**config.mk**
```make
export PLATFORM = sky130hd
export DESIGN_NAME = mbus_ctrl
export DESIGN_NICKNAME = d
export VERILOG_FILES = /design/src/rtl/mbus_pkg.sv /design/src/rtl/mbus_seq.sv /design/src/rtl/mbus_beat_cnt.sv /design/src/rtl/mbus_outdrv.sv /design/src/rtl/mbus_ctrl.sv
export SDC_FILE = /design/constraint.sdc
export NUM_CORES = 1
export LEC_CHECK = 0
export ABC_CLOCK_PERIOD_IN_PS = 1400
export BUFFER_PORTS_ARGS = -buffer_cell sky130_fd_sc_hd__buf_2
export CAP_MARGIN = 30
export CORE_MARGIN = 1.5
export CORE_UTILIZATION = 30
export DETAILED_ROUTE_END_ITERATION = 8
export SLEW_MARGIN = 20
export SYNTH_ARGS = -nofsm -noshare
export SYNTH_HDL_FRONTEND = slang
export SYNTH_SLANG_ARGS = --single-unit
export TNS_END_PERCENT = 5
```
**constraint.sdc**
```tcl
create_clock -name clk -period 1.4 [get_ports clk]
set_input_delay 0.14 -clock clk [delete_from_list [all_inputs] [get_ports clk]]
set_output_delay 0.14 -clock clk [all_outputs]
set_load 0.02 [all_outputs]
```
**src/rtl/mbus_pkg.sv**
```systemverilog
// Package: shared state encoding for the multiplexed burst bus controller.
// Assumes: nothing beyond IEEE 1800-2017.
package mbus_pkg;
    // Bus cycle states: idle, address, first data cycle, wait, released to master.
    typedef enum logic [2:0] {
        ST_IDLE = 3'd0,
        ST_ADDR = 3'd1,
        ST_DATA = 3'd2,
        ST_WAIT = 3'd3,
        ST_HOLD = 3'd4
    } bus_state_e;
endpackage

```
**src/rtl/mbus_seq.sv**
```systemverilog
// Module: bus cycle sequencer. Walks idle -> address -> data/wait ... -> idle,
// and grants hold only from idle. Assumes last_beat is valid in data states.
module mbus_seq
    import mbus_pkg::*;
(
    input  logic       clk,
    input  logic       rst_n,
    input  logic       req_valid,
    input  logic       hold,
    input  logic       ready,
    input  logic       last_beat,
    output bus_state_e state,
    output logic       accept,
    output logic       beat_done,
    output logic       req_ready
);
    bus_state_e state_nx;
    logic       in_data;

    // Decode handshake and completion strobes from the current state.
    always_comb begin
        in_data   = (state == ST_DATA) || (state == ST_WAIT);
        req_ready = (state == ST_IDLE) && !hold;
        accept    = req_ready && req_valid;
        beat_done = in_data && ready;
    end

    // Next-state selection.
    always_comb begin
        state_nx = state;
        case (state)
            ST_IDLE: begin
                if (hold)           state_nx = ST_HOLD;
                else if (req_valid) state_nx = ST_ADDR;
            end
            ST_ADDR: state_nx = ST_DATA;
            ST_DATA, ST_WAIT: begin
                if (!ready)         state_nx = ST_WAIT;
                else if (last_beat) state_nx = ST_IDLE;
                else                state_nx = ST_DATA;
            end
            ST_HOLD: begin
                if (!hold)          state_nx = ST_IDLE;
            end
            default:                state_nx = ST_IDLE;
        endcase
    end

    // State register.
    always_ff @(posedge clk) begin
        if (!rst_n) state <= ST_IDLE;
        else        state <= state_nx;
    end

    p_addr_one_cycle_r3: assert property (@(posedge clk) disable iff (!rst_n)
        (state == ST_ADDR) |=> (state == ST_DATA));
    p_wait_inserted_r4: assert property (@(posedge clk) disable iff (!rst_n)
        (in_data && !ready) |=> (state == ST_WAIT));
    p_idle_after_last_r10: assert property (@(posedge clk) disable iff (!rst_n)
        (beat_done && last_beat) |=> (state == ST_IDLE));
    p_hold_from_idle_r11: assert property (@(posedge clk) disable iff (!rst_n)
        ((state == ST_HOLD) && ($past(state) != ST_HOLD)) |-> ($past(state) == ST_IDLE));
endmodule

```
**src/rtl/mbus_beat_cnt.sv**
```systemverilog
// Module: burst beat counter. Loads the beat count and start index on accept,
// steps once per completed beat. Assumes MAX_BEATS is a power of two.
module mbus_beat_cnt #(
    parameter int MAX_BEATS = 8,
    parameter int LEN_W     = 5,
    parameter int BPB       = 2,
    localparam int IDX_W     = $clog2(MAX_BEATS),
    localparam int CNT_W     = $clog2(MAX_BEATS + 1),
    localparam int HW_LSB    = $clog2(BPB),
    localparam int MAX_BYTES = MAX_BEATS * BPB
) (
    input  logic             clk,
    input  logic             rst_n,
    input  logic             load,
    input  logic             fetch,
    input  logic [LEN_W-1:0] req_len,
    input  logic [IDX_W-1:0] start_idx,
    input  logic             step,
    output logic [IDX_W-1:0] idx,
    output logic             last
);
    logic [LEN_W:0] len_up;
    logic [LEN_W:0] beats_w;
    logic [CNT_W-1:0] beats;
    logic [CNT_W-1:0] remain;

    // Round the byte count up to beats; zero or oversized means a full line.
    always_comb begin
        len_up  = {1'b0, req_len} + (LEN_W+1)'(BPB - 1);
        beats_w = len_up >> HW_LSB;
        if (fetch || (req_len == '0) || ({1'b0, req_len} > (LEN_W+1)'(MAX_BYTES)))
            beats = CNT_W'(MAX_BEATS);
        else
            beats = CNT_W'(beats_w);
        last = (remain == CNT_W'(1));
    end

    // Remaining-beat count and half-word index registers.
    always_ff @(posedge clk) begin
        if (!rst_n) begin
            remain <= '0;
            idx    <= '0;
        end else if (load) begin
            remain <= beats;
            idx    <= fetch ? '0 : start_idx;
        end else if (step) begin
            remain <= remain - 1'b1;
            idx    <= idx + 1'b1;
        end
    end

    p_step_nonempty_r5: assert property (@(posedge clk) disable iff (!rst_n)
        step |-> (remain != '0));
    p_idx_advance_r6: assert property (@(posedge clk) disable iff (!rst_n)
        (step && !last && !load) |=> (idx == $past(idx) + 1'b1));
endmodule

```
**src/rtl/mbus_outdrv.sv**
```systemverilog
// Module: pin driver. Latches the request address and direction on accept and
// decodes strobes, enables and shared-line values from the state.
// Assumes DATA_W divides ADDR_W and the address state shows the latched address.
module mbus_outdrv
    import mbus_pkg::*;
#(
    parameter int ADDR_W = 32,
    parameter int DATA_W = 16,
    parameter int IDX_W  = 3,
    parameter int HW_LSB = 1,
    localparam int LINE_LSB = HW_LSB + IDX_W
) (
    input  logic              clk,
    input  logic              rst_n,
    input  bus_state_e        state,
    input  logic              accept,
    input  logic              beat_done,
    input  logic [ADDR_W-1:0] req_addr,
    input  logic              req_write,
    input  logic              req_fetch,
    input  logic [IDX_W-1:0]  idx,
    input  logic [DATA_W-1:0] wdata,
    input  logic [DATA_W-1:0] ad_in,
    output logic              bus_oe,
    output logic              hlda,
    output logic              ale,
    output logic              as_n,
    output logic              wr_rd,
    output logic              den_n,
    output logic              dtr,
    output logic [ADDR_W-DATA_W-1:0] a_hi,
    output logic [IDX_W-1:0]  a_idx,
    output logic [DATA_W-1:0] ad_out,
    output logic              ad_oe,
    output logic              rd_valid,
    output logic [DATA_W-1:0] rd_data
);
    logic [ADDR_W-1:0] addr_q;
    logic              dir_q;
    logic              in_data;

    // Request latch: address (line-aligned for fetches) and direction.
    always_ff @(posedge clk) begin
        if (!rst_n) begin
            addr_q <= '0;
            dir_q  <= 1'b1;
        end else if (accept) begin
            addr_q <= req_fetch ? {req_addr[ADDR_W-1:LINE_LSB], {LINE_LSB{1'b0}}} : req_addr;
            dir_q  <= req_write && !req_fetch;
        end
    end

    // Strobe, enable and shared-line decode.
    always_comb begin
        in_data  = (state == ST_DATA) || (state == ST_WAIT);
        bus_oe   = (state != ST_HOLD);
        hlda     = (state == ST_HOLD);
        ale      = (state == ST_ADDR);
        as_n     = (state != ST_ADDR);
        den_n    = !in_data;
        wr_rd    = dir_q;
        dtr      = dir_q;
        a_hi     = addr_q[ADDR_W-1:DATA_W];
        a_idx    = idx;
        ad_out   = (state == ST_ADDR) ? addr_q[DATA_W-1:0] : wdata;
        ad_oe    = (state == ST_ADDR) || (in_data && dir_q);
        rd_valid = beat_done && !dir_q;
        rd_data  = ad_in;
    end

    p_ale_then_data_r3: assert property (@(posedge clk) disable iff (!rst_n)
        ale |=> (!ale && !den_n));
    p_dir_steady_r8: assert property (@(posedge clk) disable iff (!rst_n)
        (!den_n && $past(!den_n)) |-> ($stable(dtr) && $stable(wr_rd)));
    p_upper_steady_r6: assert property (@(posedge clk) disable iff (!rst_n)
        (!den_n && $past(!den_n)) |-> $stable(a_hi));
    p_hold_float_r11: assert property (@(posedge clk) disable iff (!rst_n)
        hlda |-> (!bus_oe && !ad_oe && !ale));
endmodule

```
**src/rtl/mbus_ctrl.sv**
```systemverilog
// Module: top of the multiplexed half-word burst bus controller. Connects the
// sequencer, the beat counter and the pin driver. Assumes requests do not need
// splitting at line boundaries (the index wraps within the line).
module mbus_ctrl #(
    parameter int ADDR_W    = 32,
    parameter int DATA_W    = 16,
    parameter int MAX_BEATS = 8,
    parameter int LEN_W     = 5,
    localparam int BPB    = DATA_W / 8,
    localparam int HW_LSB = $clog2(BPB),
    localparam int IDX_W  = $clog2(MAX_BEATS)
) (
    input  logic              clk,
    input  logic              rst_n,
    input  logic              req_valid,
    input  logic              req_write,
    input  logic              req_fetch,
    input  logic [ADDR_W-1:0] req_addr,
    input  logic [LEN_W-1:0]  req_len,
    output logic              req_ready,
    input  logic [DATA_W-1:0] wdata,
    output logic              beat_ack,
    output logic              beat_last,
    output logic              rd_valid,
    output logic [DATA_W-1:0] rd_data,
    input  logic              hold,
    output logic              hlda,
    input  logic              ready,
    output logic              bus_oe,
    output logic [ADDR_W-DATA_W-1:0] a_hi,
    output logic [IDX_W-1:0]  a_idx,
    output logic [DATA_W-1:0] ad_out,
    output logic              ad_oe,
    input  logic [DATA_W-1:0] ad_in,
    output logic              ale,
    output logic              as_n,
    output logic              wr_rd,
    output logic              den_n,
    output logic              dtr
);
    mbus_pkg::bus_state_e state;
    logic             accept;
    logic             beat_done;
    logic             last;
    logic [IDX_W-1:0] idx;

    mbus_seq u_seq (
        .clk       (clk),
        .rst_n     (rst_n),
        .req_valid (req_valid),
        .hold      (hold),
        .ready     (ready),
        .last_beat (last),
        .state     (state),
        .accept    (accept),
        .beat_done (beat_done),
        .req_ready (req_ready)
    );

    mbus_beat_cnt #(
        .MAX_BEATS (MAX_BEATS),
        .LEN_W     (LEN_W),
        .BPB       (BPB)
    ) u_cnt (
        .clk       (clk),
        .rst_n     (rst_n),
        .load      (accept),
        .fetch     (req_fetch),
        .req_len   (req_len),
        .start_idx (req_addr[HW_LSB+IDX_W-1:HW_LSB]),
        .step      (beat_done),
        .idx       (idx),
        .last      (last)
    );

    mbus_outdrv #(
        .ADDR_W (ADDR_W),
        .DATA_W (DATA_W),
        .IDX_W  (IDX_W),
        .HW_LSB (HW_LSB)
    ) u_drv (
        .clk       (clk),
        .rst_n     (rst_n),
        .state     (state),
        .accept    (accept),
        .beat_done (beat_done),
        .req_addr  (req_addr),
        .req_write (req_write),
        .req_fetch (req_fetch),
        .idx       (idx),
        .wdata     (wdata),
        .ad_in     (ad_in),
        .bus_oe    (bus_oe),
        .hlda      (hlda),
        .ale       (ale),
        .as_n      (as_n),
        .wr_rd     (wr_rd),
        .den_n     (den_n),
        .dtr       (dtr),
        .a_hi      (a_hi),
        .a_idx     (a_idx),
        .ad_out    (ad_out),
        .ad_oe     (ad_oe),
        .rd_valid  (rd_valid),
        .rd_data   (rd_data)
    );

    // Beat strobes to the requester.
    always_comb begin
        beat_ack  = beat_done;
        beat_last = beat_done && last;
    end

    p_ack_needs_ready_r4: assert property (@(posedge clk) disable iff (!rst_n)
        beat_ack |-> (ready && !den_n));
endmodule

```
==> flow_summary.ini, run 1 <==
[critical_path]
cpPeakStageDelay_ns = 0.37
end_kind = output port
crit_slowest_cell = dfxtp_4
path_cells = nor3b_4 -> buf_12 -> mux2_2 -> buf_2
arrival_ns = 1.57
reg2reg_slack_ns = -0.02
r2r-end = u_cnt.remain[1]
worst_setup_path_start_kind = flop
r2r_start = u_seq.state[2]
cp_max_fo = 19
cp.required_ns = 1.26
critPathKind = reg2out
rr_worst_depth = 6

[placement]
port_buffers = 106
globalplace.congestion = 0.753
pre_cts_ws_ns = -0.0668
dp_cells = 451
place_hpwl_um = 4070

[final_layout]
n_antenna_cell = 0
syn_to_final_growth_pct = 29.1
fillCellCount = 789
stdcell_count = 459
nets = 440
layout-drive-gt1-share_pct = 44.2

[min_path]
min_path_type = in2reg
whs_path_depth = 3
worstHoldEndpoint = u_drv.addr_q[25]
worstHoldStart = req_addr[25]

[cts]
cts_root_buf = clkbuf_8
cts.path.max_buffers = 2
ctsHtreeMaxLevel = 2
cts_tree = yes
cts_setup_buffers = 0
cts_sinks = 43
clkTransAtPathRegs_ns = 0.08
hold_buffers = 0
cts_buffers = 5
worstSkewPairLatency_ns = 0.29

[global_route]
overflow = 0
grtUsageTotal_pct = 13.7
grt_pass1_wl_um = 9160
antenna_found_initial = 0
grt_pass1_vias = 1942
grt_start_max_net_pins = 21

[status]
violations = setup timing
outcome = complete, but fails checks

[synth]
yosysMostFrequentCell = nand2_1
syn_nets = 358
ys_ff_latch = 43
syn_avg_cell_area_um2 = 8.16
synthDistinctLibCells = 35
syn_area_mm2 = 0.00226
yosysWarnings = 0
ys_seq_area_share_pct = 38.1
synthArstFlopShare_pct = 0
synthTopCellsByCount = nand2_1 (64), dfxtp_1 (43), a21oi_1 (38)
synth_top_cell_by_area = dfxtp_1
synth_flop_cell = dfxtp_1
synth_edf_count = 0
synth_cells = 277
synth_top_area_share_pct = 38.1
synthTopCellsByArea = dfxtp_1 (38%), buf_4 (12%), nand2_1 (11%)

[timing]
rsz0062_at_grt = yes
fin_crit_sh_pct = 122
period_needed_ns = 1.71
worst_slew_pin_slew_ns = 0.304
maxSlewViolCount = 0
clock_skew_ns = 0.00459
fmax_ghz = 0.585
setup_viol = 22
final-hold-violation-count = 0
timing.hold.ws_ns = 0.0788
worst_slack_ns = -0.310
relSlewSlack_pct = 79.2

[floorplan]
rows = 31
pin_count = 139
initial_utilization_pct = 31.2
die_w_um = 89.8
dieArea_mm2 = 0.00806
core_region_area_mm2 = 0.00725
die_y_um = 89.8

[power]
pwr-share-comb_pct = 24.9
power_density_mw_per_mm2 = 962
ir_worst_vdd_uv = 385
leakage_nw = 1.33
pwr-share-seq_pct = 47.6
switchingPower_w = 0.000848
swShare_pct = 30.2
clkPwrFrac_pct = 27.5
power_w = 0.00281
p_int_w = 0.00196

[drt]
routedWlPerCell_um = 11.9
ant_nets = 0
vias = 2022
drc_errors = 0
drtIter0Drc = 43
drt-total-wl_um = 5440
drt-vias-per-instance = 4.41
drt_first_pass_iters = 4

[job]
drv_cap = 0
-- cell usage in the layout (no fill, tap or decap), drive strengths merged, types with 3 or more instances in the layout --
| cell type | n |
|---|---|
| clkbuf | 6 |
| dfxtp | 43 |
| nor2 | 7 |
| nor2b | 3 |
| nand3b | 5 |
| and3 | 3 |
| buf | 122 |
| mux2 | 16 |
| inv | 11 |
| a31oi | 4 |
| nand3 | 4 |
| ha | 5 |
| a21oi | 38 |
| o21ai | 5 |
| nand2 | 64 |
-- through the flow --
stage | TNS [ns] | util, % | area, um2
4_1_cts | -5.51 | 39.7 | 2880
3_5_place_dp | -1.28 | 37.8 | 2740
5_1_grt | -7.57 | 40.2 | 2920
3_3_place_gp | -0.742 | 37.8 | 2740
2_1_floorplan | -1.18 | - | 2280
6_report | -4.93 | 40.2 | 2920
-- sequential cells by signal (all words and copies together) (netlist names) --
register and cells:
u_drv.dtr 1, u_cnt.remain 4, u_cnt.idx 3, u_seq.state 3, u_drv.addr_q 32
-- power by group through the flow --
stage	clock network, W	logic, W	registers (W)
global route	0.000869	0.000769	0.00135
finish	0.000771	0.000699	0.00134
detailed placement	0	0.000669	0.00137
CTS	0.000817	0.000695	0.00134
floorplan	0	0.000498	0.00137
global placement	0	0.000662	0.00136
-- cell type report --
| cell class | instances | area [um2] | share of cell area (%) |
|---|---|---|---|
| Multi-Input combinational cell | 176 | 1080 | 36.9 |
| Sequential cell | 43 | 871 | 29.8 |
| Timing Repair Buffer | 122 | 718 | 24.6 |
| Tap cell | 99 | 124 | 4.25 |
| Clock buffer | 6 | 72.6 | 2.49 |
| Inverter | 11 | 43.8 | 1.50 |
| Clock inverter | 2 | 12.5 | 0.429 |
-- cells by family after synthesis --
group / Yosys count / share of synthesized area, %
mux: 18 / 8.86
xor+xnor: 4 / 1.55
fa+ha+maj: 5 / 2.77
simple gates: 96 / 19.6
compound gates: 53 / 12.8
buf+inv: 58 / 16.3
flops: 43 / 38.1
-- metal layers --
metal	routed length, um	track usage [%]	vias up
met3	311	3.30	4
met5	0	0	-
met2	2540	22.4	76
li1	-	-	1046
met1	2560	18.1	896
met4	36	3.70	0
-- worst max path at each step --
stage / from / to / slack, ns / depth (start not counted)
after floorplan: u_seq.state[2] / ad_out[10] / -0.05 / 4
after global placement: u_seq.state[2] / u_cnt.remain[2] / -0.04 / 6
after CTS: u_seq.state[0] / ad_out[10] / -0.34 / 4
final: u_seq.state[0] / ad_out[10] / -0.31 / 4
after detailed placement: u_seq.state[2] / u_drv.addr_q[22] / -0.07 / 6
after global routing: u_seq.state[0] / ad_out[12] / -0.40 / 4
-- worst max-delay path, delay by kind of cell, from the launching register on --
kind / cells / cell delay [ns]
buf+inv: 2 / 0.35
flops: 1 / 0.37
mux: 1 / 0.34
simple gates: 1 / 0.21
-- repair_timing --
item                                   CTS  global route
gates resized for setup                 16            12
pin swaps                                2             1
endpoints found under the hold margin    0             0
setup endpoints to repair               52            55
Power figures use the tool's default switching activity.
==> inputs of run 2 (changes only) <==
CORE_UTILIZATION = 39   (was 30)
PLACE_DENSITY = 0.77   (was unset)
==> run 2 against run 1 <==
Net effect: highest routed layer unchanged; sequential share of layout area fell by 2.1 points; critical path type unchanged; clock power rose by 13%; first-iteration DRC count did not move; the flow still finishes with violations (setup timing); flip-flop and latch count did not move; critical endpoint is now ad_out[5]; count of clock-buffer cells in the layout rose by 1; largest power group unchanged; cell count fell by 4.4%; hold slack improved by 0.00089 ns.
==> flow_summary.ini, run 2 (same netlist as run 1, synthesis figures left out) <==
[timing]
rsz0062_at_grt = yes
fmax_ghz = 0.566
setup_viol = 50
maxSlewViolCount = 0
fin_crit_sh_pct = 126
period_needed_ns = 1.77
worst_slew_pin_slew_ns = 0.376
tns_ns = -7.99
final-hold-violation-count = 0
relSlewSlack_pct = 74.9
worst_slack_ns = -0.368
clock_skew_ns = 0.00263

[critical_path]
worst_setup_path_start_kind = flop
reg2reg_slack_ns = -0.14
cp_max_fo = 8
arrival_ns = 1.63
critPathKind = reg2out
cp.required_ns = 1.26
end_kind = output port

[cts]
cts_sinks = 43
clkTransAtPathRegs_ns = 0.08
ctsHtreeMaxLevel = 2
cts_buffers = 5
worstSkewPairLatency_ns = 0.29
cts_tree = yes
cts.path.max_buffers = 2
cts_root_buf = clkbuf_8

[power]
pwr-share-comb_pct = 27.4
p_int_w = 0.00216
clkPwrFrac_pct = 28.6
swShare_pct = 29.1
pwr-share-seq_pct = 44.1
leakage_nw = 1.47
power_density_mw_per_mm2 = 971
ir_worst_vdd_uv = 527
switchingPower_w = 0.000885

[floorplan]
dieArea_mm2 = 0.00626
rows = 27
initial_utilization_pct = 40.8
core_region_area_mm2 = 0.00554
die_w_um = 79.1
pin_count = 139
die_y_um = 79.1

[drt]
ant_nets = 0
drc_errors = 0
routedWlPerCell_um = 14.0
drt_first_pass_iters = 4
drtIter0Drc = 43
drt-vias-per-instance = 4.82
vias = 2114
drt-total-wl_um = 6140

[global_route]
overflow = 0
grt_pass1_vias = 1987
grtUsageTotal_pct = 17.3
grt_start_max_net_pins = 22
grt_pass1_wl_um = 8640
antenna_found_initial = 0

[placement]
globalplace.congestion = 0.734
place_hpwl_um = 4100
port_buffers = 106
dp_cells = 425
postPlaceCellArea_mm2 = 0.00273
pre_cts_ws_ns = -0.0926

[final_layout]
largest_reg_flops = 32
regMostFlops = u_drv.addr_q
final_cell_mix = buf_2 (85), nand2_1 (64), dfxtp_1 (39)
final_util_pct = 56.6
syn_to_final_growth_pct = 38.7
design_area_mm2 = 0.00313
stdcell_count = 439
n_antenna_cell = 0
nets = 447
top_regs = u_drv.addr_q x32, u_cnt.remain x4
mostFrequentLayoutCell = buf_2
layout-drive-gt1-share_pct = 45.2

[status]
outcome = complete, but fails checks
violations = setup timing

[min_path]
min_path_type = in2reg

[job]
drv_cap = 0
run 2: power by group through the flow:
stage | combinational, W | sequential (W) | clock [W]
2_1_floorplan | 0.000498 | 0.00137 | 0
3_3_place_gp | 0.000660 | 0.00136 | 0
3_5_place_dp | 0.000672 | 0.00137 | 0
4_1_cts | 0.000696 | 0.00134 | 0.000902
5_1_grt | 0.000897 | 0.00135 | 0.000948
6_report | 0.000832 | 0.00134 | 0.000869
run 2: per-stage QoR:
stage	total power [W]	hold slack, ns
finish	0.00304	0.0796
global route	0.00319	0.0677
floorplan	0.00187	0.212
detailed placement	0.00204	0.280
global placement	0.00202	0.280
CTS	0.00294	0.0687
run 2: metal layers:
layer  vias to the layer above  GRT usage (%)  wire [um]
met2                        85           32.7       3170
met4                         0           5.26         70
met5                         -              0          0
li1                       1061              -          -
met3                        10           5.40        417
met1                       958           18.2       2470
run 2: worst paths after layout:
check                   startpoint  cells past startpoint               end
setup / recovery    u_seq.state[1]                      5         ad_out[5]
hold / removal        req_addr[17]                      3  u_drv.addr_q[17]
setup reg to reg    u_seq.state[2]                      7   u_drv.addr_q[5]
hold reg to reg   u_drv.addr_q[26]                      2  u_drv.addr_q[26]
run 2: worst max-delay path, stage by stage (launching register included):
cell	delay (ns)
dfxtp_4	0.37
nor3b_4	0.20
buf_6	0.15
clkbuf_16	0.17
mux2_4	0.31
buf_6	0.13
run 2: area by class of cell:
| type | instances | area, um2 |
|---|---|---|
| clock inverters | 1 | 7.51 |
| clock buffers | 7 | 96.3 |
| flip-flops and latches | 43 | 871 |
| inverters | 11 | 43.8 |
| repair buffers | 129 | 900 |
| multi-input cells | 176 | 1130 |
| well taps | 72 | 90.1 |
| fillers | 488 | 2410 |
run 2: timing repair:
| item | in CTS | in global routing |
|---|---|---|
| pin swaps | 0 | 2 |
| setup buffers | 0 | 4 |
| setup endpoints to repair | 46 | 66 |
| gates resized for setup | 17 | 52 |
| hold buffers | 0 | 0 |
| cloned | 0 | 2 |
